**src/rtl/sat_cnt_pkg.sv**
```systemverilog
package sat_cnt_pkg;

  // Step direction encoding as seen on the dir_up pin.
  typedef enum logic {
    DIR_DOWN = 1'b0,
    DIR_UP   = 1'b1
  } step_dir_e;

  // Width of a cycle counter that must hold 0 .. limit-1.
  function automatic int unsigned tick_width(input longint unsigned limit);
    int unsigned w;
    w = 1;
    while ((longint'(1) << w) < limit) w++;
    return w;
  endfunction

endpackage

```
**src/rtl/sat_cnt_prescaler.sv**
```systemverilog
module sat_cnt_prescaler #(
  parameter longint unsigned TICKS = 125_000_000
) (
  input  logic clk,
  input  logic rst,
  output logic step_en
);
  import sat_cnt_pkg::*;

  localparam int unsigned PS_W = tick_width(TICKS);
  localparam logic [PS_W-1:0] LAST = PS_W'(TICKS - 1);

  logic [PS_W-1:0] ps_q;
  logic            at_last;

  assign at_last = (ps_q == LAST);

  always_ff @(posedge clk) begin
    if (rst) begin
      ps_q <= '0;
    end else if (at_last) begin
      ps_q <= '0;
    end else begin
      ps_q <= ps_q + 1'b1;
    end
  end

  assign step_en = at_last;

  // After a strobe the cycle count restarts at zero.
  AST_WRAP_TO_ZERO: assert property (@(posedge clk) disable iff (rst)
    step_en |=> (ps_q == '0));

  // The prescaler never leaves its range.
  AST_PS_IN_RANGE: assert property (@(posedge clk) disable iff (rst)
    1'b1 |=> (ps_q <= LAST));

  generate
    if (TICKS > 1) begin : g_pulse
      // With a period above one cycle the strobe is a single-cycle pulse.
      AST_SINGLE_PULSE: assert property (@(posedge clk) disable iff (rst)
        step_en |=> !step_en);
    end
  endgenerate

endmodule

```
**src/rtl/sat_cnt_core.sv**
```systemverilog
module sat_cnt_core #(
  parameter int unsigned CNT_W = 4
) (
  input  logic                    clk,
  input  logic                    rst,
  input  logic                    step_en,
  input  logic                    dir_up,
  output logic signed [CNT_W-1:0] value
);
  import sat_cnt_pkg::*;

  localparam logic signed [CNT_W-1:0] TOP_V = {1'b0, {(CNT_W-1){1'b1}}};
  localparam logic signed [CNT_W-1:0] BOT_V = {1'b1, {(CNT_W-1){1'b0}}};

  step_dir_e dir;
  logic signed [CNT_W-1:0] val_q;
  logic signed [CNT_W-1:0] val_d;
  logic at_top, at_bot;

  assign dir    = step_dir_e'(dir_up);
  assign at_top = (val_q == TOP_V);
  assign at_bot = (val_q == BOT_V);

  always_comb begin
    val_d = val_q;
    if (step_en) begin
      unique case (dir)
        DIR_UP:   if (!at_top) val_d = val_q + 1'b1;
        DIR_DOWN: if (!at_bot) val_d = val_q - 1'b1;
        default:  val_d = val_q;
      endcase
    end
  end

  always_ff @(posedge clk) begin
    if (rst) val_q <= '0;
    else     val_q <= val_d;
  end

  assign value = val_q;

  AST_RESET_ZERO: assert property (@(posedge clk)
    rst |=> (value == '0));

  AST_UP_STEP: assert property (@(posedge clk) disable iff (rst)
    (step_en && dir_up && (value != TOP_V)) |=> (value == $past(value) + 1'b1));

  AST_HOLD_TOP: assert property (@(posedge clk) disable iff (rst)
    (step_en && dir_up && (value == TOP_V)) |=> (value == TOP_V));

  AST_DOWN_STEP: assert property (@(posedge clk) disable iff (rst)
    (step_en && !dir_up && (value != BOT_V)) |=> (value == $past(value) - 1'b1));

  AST_HOLD_BOT: assert property (@(posedge clk) disable iff (rst)
    (step_en && !dir_up && (value == BOT_V)) |=> (value == BOT_V));

  AST_IDLE_STABLE: assert property (@(posedge clk) disable iff (rst)
    !step_en |=> $stable(value));

endmodule

```
**src/rtl/sat_updown_counter.sv**
```systemverilog
module sat_updown_counter #(
  parameter longint unsigned TICKS = 125_000_000,
  parameter int unsigned     CNT_W = 4
) (
  input  logic             clk,
  input  logic             rst,
  input  logic             dir_up,
  output logic [CNT_W-1:0] count_o
);

  logic step_en;
  logic signed [CNT_W-1:0] value;

  sat_cnt_prescaler #(.TICKS(TICKS)) u_prescaler (
    .clk     (clk),
    .rst     (rst),
    .step_en (step_en)
  );

  sat_cnt_core #(.CNT_W(CNT_W)) u_core (
    .clk     (clk),
    .rst     (rst),
    .step_en (step_en),
    .dir_up  (dir_up),
    .value   (value)
  );

  assign count_o = value;

endmodule

```
**config.mk**
```make
export PLATFORM = sky130hd
export DESIGN_NAME = sat_updown_counter
export DESIGN_NICKNAME = d
export VERILOG_FILES = /design/src/rtl/sat_cnt_pkg.sv /design/src/rtl/sat_cnt_prescaler.sv /design/src/rtl/sat_cnt_core.sv /design/src/rtl/sat_updown_counter.sv
export SDC_FILE = /design/constraint.sdc
export NUM_CORES = 1
export LEC_CHECK = 0
export CORE_MARGIN = 5
export CORE_UTILIZATION = 45
export CTS_BUF_LIST = sky130_fd_sc_hd__clkbuf_8 sky130_fd_sc_hd__clkbuf_16
export DETAILED_ROUTE_END_ITERATION = 12
export PLACE_DENSITY = 0.74
export SLEW_MARGIN = 20
export SYNTH_ARGS = -nofsm -noshare
export SYNTH_HDL_FRONTEND = slang
export SYNTH_SLANG_ARGS = --single-unit
export TNS_END_PERCENT = 10
```
**constraint.sdc**
```tcl
create_clock -name clk -period 4.4 [get_ports clk]
set_clock_uncertainty 0.05 [all_clocks]
set_input_delay 0.88 -clock clk [delete_from_list [all_inputs] [get_ports clk]]
set_output_delay 0.88 -clock clk [all_outputs]
set_load 0.03 [all_outputs]
```
==> impl_metrics.yaml, run 1 <==
worst_setup_path:
  cp_data_arrival_time_ns: 2.71
  rrSetupSlack_ns: 1.77
  required_ns: 4.48
  cp_max_fo: 26
  worst_setup_path_start_kind: "flop"
  endpoint_kind: "flop"
  critPathKind: "flop to flop"
floorplanning:
  die_area_um2: 5010
  rows: 22
  floorplan.initialDensity: 0.461
  core-area_um2: 3610
  fp.dieH_um: 70.8
  die_w_um: 70.8
  io_pins: 7
power_and_ir_drop:
  power_uw: 528
  power.leakage_nw: 0.572
  ir_drop_v: 0.000163
  power_density_nw_per_um2: 288
timing:
  slew_violations: 0
  min_period_over_period: 0.597
  tns_ns: 0
  rsz0062_at_grt: "false"
  slew_headroom: 0.427
  setup_violations: 0
  worst_slew_pin_slew_ns: 0.852
  hold_viol: 0
  finalCriticalPeriod_ns: 2.63
  fin_hold_ws_ns: 0.433
  fmax_mhz: 381
  setup_ws_ns: 1.77
global_routing:
  grt_pass1_vias: 1266
  grt_max_degree: 27
  grt-ovfl-total: 0
  antenna_found_initial: 0
  grt_pass1_wl_mm: 5.87
  gr-usage-all-layers: 0.145
synthesis:
  synth.net_count: 200
  syn_area_um2: 1660
  synth-simple-area-share: 0.340
  synth_seq_area_share: 0.373
  synthAdderAreaFrac: 0.0346
  synth_area_leaders: "dfxtp_1 37%, nand4_1 5.3%, a21oi_1 5.1%"
  synth_cells: 193
  synth_top_area_share: 0.373
  ys_types: 37
  synth_compound_area_frac: 0.138
  syn_area_per_cell_um2: 8.61
  ys_ff_latch: 31
  synth-xor-area-share: 0.0685
  yosysWarningCount: 0
  synth_top_family_by_area: "simple AND/OR/NAND/NOR gates"
  synth_area_leader_cell: "dfxtp_1"
  synthMuxAreaShare: 0.0128
placed_design:
  place.gp.congestion: 0.788
  port_buffers: 6
  dp_cells: 239
  pre_cts_slack_ns: 1.60
  dp_hpwl_mm: 2.38
  placed_cell_area_um2: 1750
layout:
  nets: 205
  num_antenna_cells: 0
  area_growth_syn_to_layout_pct: 10.4
  fin_util: 0.509
  stdcell_area_um2: 1830
  final_cells: 246
  drive_gt1_frac: 0.0758
  nFillCells: 358
clock_network:
  cts_sinks: 31
  clockBufferDepth: 2
  cts_tree: "done"
  cts_setup_buffers: 0
  holdBufCountCts: 0
  cts_root_buffer: "clkbuf_8"
  cts_max_level: 2
  path_clk_slew_ns: 0.07
  cts_buffers: 5
  post_cts_resized: 0
  clock_latency_ns: 0.29
outcome:
  status: "finished clean"
detailed_routing:
  ant_nets: 0
  wl_met1_mm: 1.77
  wl_per_cell_um: 14.0
  vias: 1484
  drc: 0
  dr.max_layer_used: "met4"
  drt-vias-per-instance: 6.03
  drt_iter0_drc: 100
  wl_met3_um: 156
  wl_met2_mm: 1.46
  dr.pass1.iters: 4
  drt-total-wl_mm: 3.45
job:
  maxCapViolations: 0
worst_hold_path:
  hold_class: "flop to flop"
[flip-flops by register name, indices dropped and copies added (netlist names)]
name	cells
u_prescaler.ps_q	27
u_core.value	4
[layout by cell type (no fill, tap or decap), types with 3 or more instances in the layout]
| cell | count |
|---|---|
| a21oi_1 | 17 |
| and3_1 | 5 |
| and4_1 | 3 |
| clkbuf_8 | 6 |
| clkdlybuf4s50_1 | 6 |
| dfxtp_1 | 31 |
| ha_1 | 3 |
| inv_1 | 5 |
| nand2_1 | 7 |
| nand3_1 | 11 |
| nand4_1 | 14 |
| nand4b_1 | 3 |
| nor2_1 | 17 |
| nor3_1 | 3 |
| nor4_1 | 4 |
| o21ai_0 | 7 |
| o31ai_1 | 10 |
| or3_1 | 5 |
| or4_1 | 8 |
| xnor2_1 | 6 |
| xor2_1 | 7 |
[power breakdown]
part	switching, mW	internal, mW	total (mW)
clock network	0.103	0.122	0.226
logic	0.00983	0.00540	0.0152
registers	0.00357	0.283	0.287
[cells in the mapped netlist, drive strengths merged]
library cell / number
and4: 4
o31ai: 10
mux2: 1
a221oi: 1
nand4b: 3
fa: 1
clkbuf: 4
and2: 2
nor3: 3
a21oi: 17
or3: 6
nand3: 11
inv: 5
ha: 3
or4: 10
nor4b: 1
xor2: 7
a2111oi: 2
nor4: 4
nor3b: 1
buf: 4
nand2: 7
dfxtp: 31
nand4: 15
a21o: 1
mux2i: 1
or4b: 1
o21ai: 7
xnor2: 6
nor2: 17
and3: 6
nor4bb: 1
[worst max-delay path, cell delays in order, from the launching register on]
cell     delay (ns)
dfxtp_1        0.41
ha_1           0.26
inv_1          0.10
nor4_1         0.76
a21o_1         0.79
nor2_1         0.12
[cell families (layout without fill, tap and decap cells)]
| group | Yosys count | count (layout) |
|---|---|---|
| simple gates | 92 | 92 |
| compound gates | 38 | 38 |
| flops | 31 | 31 |
| xor+xnor | 13 | 13 |
| buf+inv | 13 | 18 |
| fa+ha+maj | 4 | 4 |
| mux | 2 | 2 |
[routing by layer]
layer	global-route usage	vias to the layer above
li1	-	754
met1	0.197	697
met2	0.211	27
met3	0.0483	6
met4	0.0626	0
met5	0	-
[path summary, 6_finish.rpt]
kind,start,to,cells after the start
min,u_prescaler.ps_q[25],u_prescaler.ps_q[25],2
max reg2reg,u_prescaler.ps_q[0],u_prescaler.ps_q[4],5
min reg2reg,u_prescaler.ps_q[25],u_prescaler.ps_q[25],2
max,u_prescaler.ps_q[0],u_prescaler.ps_q[4],5
[area by class of cell]
class	count	area (µm²)	area share
Inverter	5	18.8	0.0102
Multi-Input combinational cell	149	987	0.538
Sequential cell	31	621	0.338
Clock inverter	1	5.00	0.00273
Timing Repair Buffer	6	60.1	0.0327
Clock buffer	6	82.6	0.0450
Tap cell	48	60.1	0.0327
Power figures use the tool's default switching activity.
==> run 2, diff against run 1 <==
- PLACE_DENSITY: 0.74 -> 0.76
- clock period: 4.4 -> 2.4 ns (I/O delays scaled with it)
==> impl_metrics.yaml, run 2 (synthesis results as in run 1) <==
worst_setup_path:
  slowest_delay_ns: 0.57
  required_ns: 2.56
  worst_setup_path_start_kind: "flop"
  r2r-end: "u_core.value[0]"
  r2r_cells: 5
  crit_family: "simple AND/OR/NAND/NOR gates"
  endpoint_kind: "flop"
  critPathKind: "flop to flop"
  rr_startpoint: "u_prescaler.ps_q[0]"
  cp_data_arrival_time_ns: 2.22
  cp_max_fo: 5
  path_cells: "ha_1, inv_1, or4_4, or4_1, a21oi_1"
  rrSetupSlack_ns: 0.34
  cp.buffers_inverters: 1
  slowest_stage: "or4_4"
clock_network:
  cts_buffers: 5
  clock_latency_ns: 0.28
  clockBufferDepth: 2
  holdBufCountCts: 0
  path_clk_slew_ns: 0.06
  cts_sinks: 31
  cts_max_level: 2
  cts_root_buffer: "clkbuf_8"
  cts_tree: "done"
  cts_setup_buffers: 0
  post_cts_resized: 0
timing:
  finalCriticalPeriod_ns: 2.06
  rsz0062_at_grt: "false"
  tns_ns: 0
  slew_headroom: 0.681
  min_period_over_period: 0.858
  setup_violations: 0
  hold_viol: 0
  fmax_mhz: 485
  worst_slew_pin_slew_ns: 0.475
  slew_violations: 0
detailed_routing:
  dr.pass1.iters: 4
  drt-total-wl_mm: 3.48
  wl_per_cell_um: 13.9
  ant_nets: 0
  drt-vias-per-instance: 5.99
  drc: 0
  drt_iter0_drc: 143
  vias: 1498
floorplanning:
  io_pins: 7
  die_w_um: 70.8
  rows: 22
  floorplan.initialDensity: 0.461
  die_area_um2: 5010
  fp.dieH_um: 70.8
  core-area_um2: 3610
layout:
  drive_gt1_frac: 0.0891
  area_growth_syn_to_layout_pct: 11.7
  nets: 210
  fin_util: 0.515
  largest_register_ffs: 27
  final_common_cell: "dfxtp_1"
  num_antenna_cells: 0
  final_cells: 250
  largest_register: "u_prescaler.ps_q"
  layout_common_cells: "31 x dfxtp_1, 17 x a21oi_1, 17 x nor2_1"
job:
  maxCapViolations: 0
global_routing:
  grt_pass1_wl_mm: 6.02
  gr-usage-all-layers: 0.150
  grt_pass1_vias: 1337
  antenna_found_initial: 0
  grt_max_degree: 17
  grt-ovfl-total: 0
placed_design:
  dp_cells: 244
  port_buffers: 6
  place.gp.congestion: 0.795
  dp_hpwl_mm: 2.47
worst_hold_path:
  holdPathStages: 1
  hp-start: "u_prescaler.ps_q[0]"
  holdPathEnd: "u_prescaler.ps_q[0]"
  hold_class: "flop to flop"
power_and_ir_drop:
  ir_drop_v: 0.000295
  power.leakage_nw: 0.592
  power_density_nw_per_um2: 494
  power_uw: 918
outcome:
  status: "finished clean"
run 2: cell count changes in the layout (fill, tap and decap cells not counted), sizes merged:
cell    change
clkbuf      -1
buf         +5
inv         +1
clkinv      -1
run 2: routing by layer:
metal	wire (µm)	vias to the layer above	GRT usage	part of all wire
li1	-	755	-	-
met1	1750	709	0.200	0.50
met2	1540	30	0.220	0.44
met3	154	4	0.0554	0.044
met4	31	0	0.0564	0.0089
met5	0	-	0	0
run 2: worst reg2reg max path, delay by kind of cell, from the launching register on:
kind	cells	cell delay, ns
compound gates	1	0.15
fa+ha+maj	1	0.26
simple gates	2	1.05
buf+inv	1	0.10
flops	1	0.38
run 2: worst max-delay path by stage:
| stage | startpoint | endpoint | cells after the start |
|---|---|---|---|
| 3_3_place_gp | dir_up | u_core.value[3] | 7 |
| 2_1_floorplan | u_prescaler.ps_q[0] | u_core.value[0] | 5 |
| 4_1_cts | u_prescaler.ps_q[0] | u_core.value[0] | 5 |
| 5_1_grt | dir_up | u_core.value[3] | 7 |
| 6_report | u_prescaler.ps_q[0] | u_core.value[0] | 5 |
| 3_5_place_dp | dir_up | u_core.value[3] | 7 |
run 2: cell type report:
class	instances	area (µm²)
Sequential cell	31	621
Multi-Input combinational cell	149	987
Inverter	5	18.8
Tap cell	48	60.1
Timing Repair Buffer	11	97.6
Clock buffer	5	68.8
Clock inverter	1	3.75
Fill cell	338	1750
run 2: stage by stage:
step / cell area, µm² / worst slack (ns) / hold WS, ns
6_report: 1860 / 0.340 / 0.431
5_1_grt: 1860 / 0.186 / 0.460
4_1_cts: 1860 / 0.346 / 0.433
3_5_place_dp: 1780 / 0.0900 / 0.421
3_3_place_gp: 1780 / 0.140 / 0.418
2_1_floorplan: 1660 / 0.491 / 0.391
run 2: power breakdown:
part,internal (mW),switching [mW]
logic,0.0131,0.0188
clock network,0.188,0.173
registers,0.519,0.00553
total,0.720,0.198
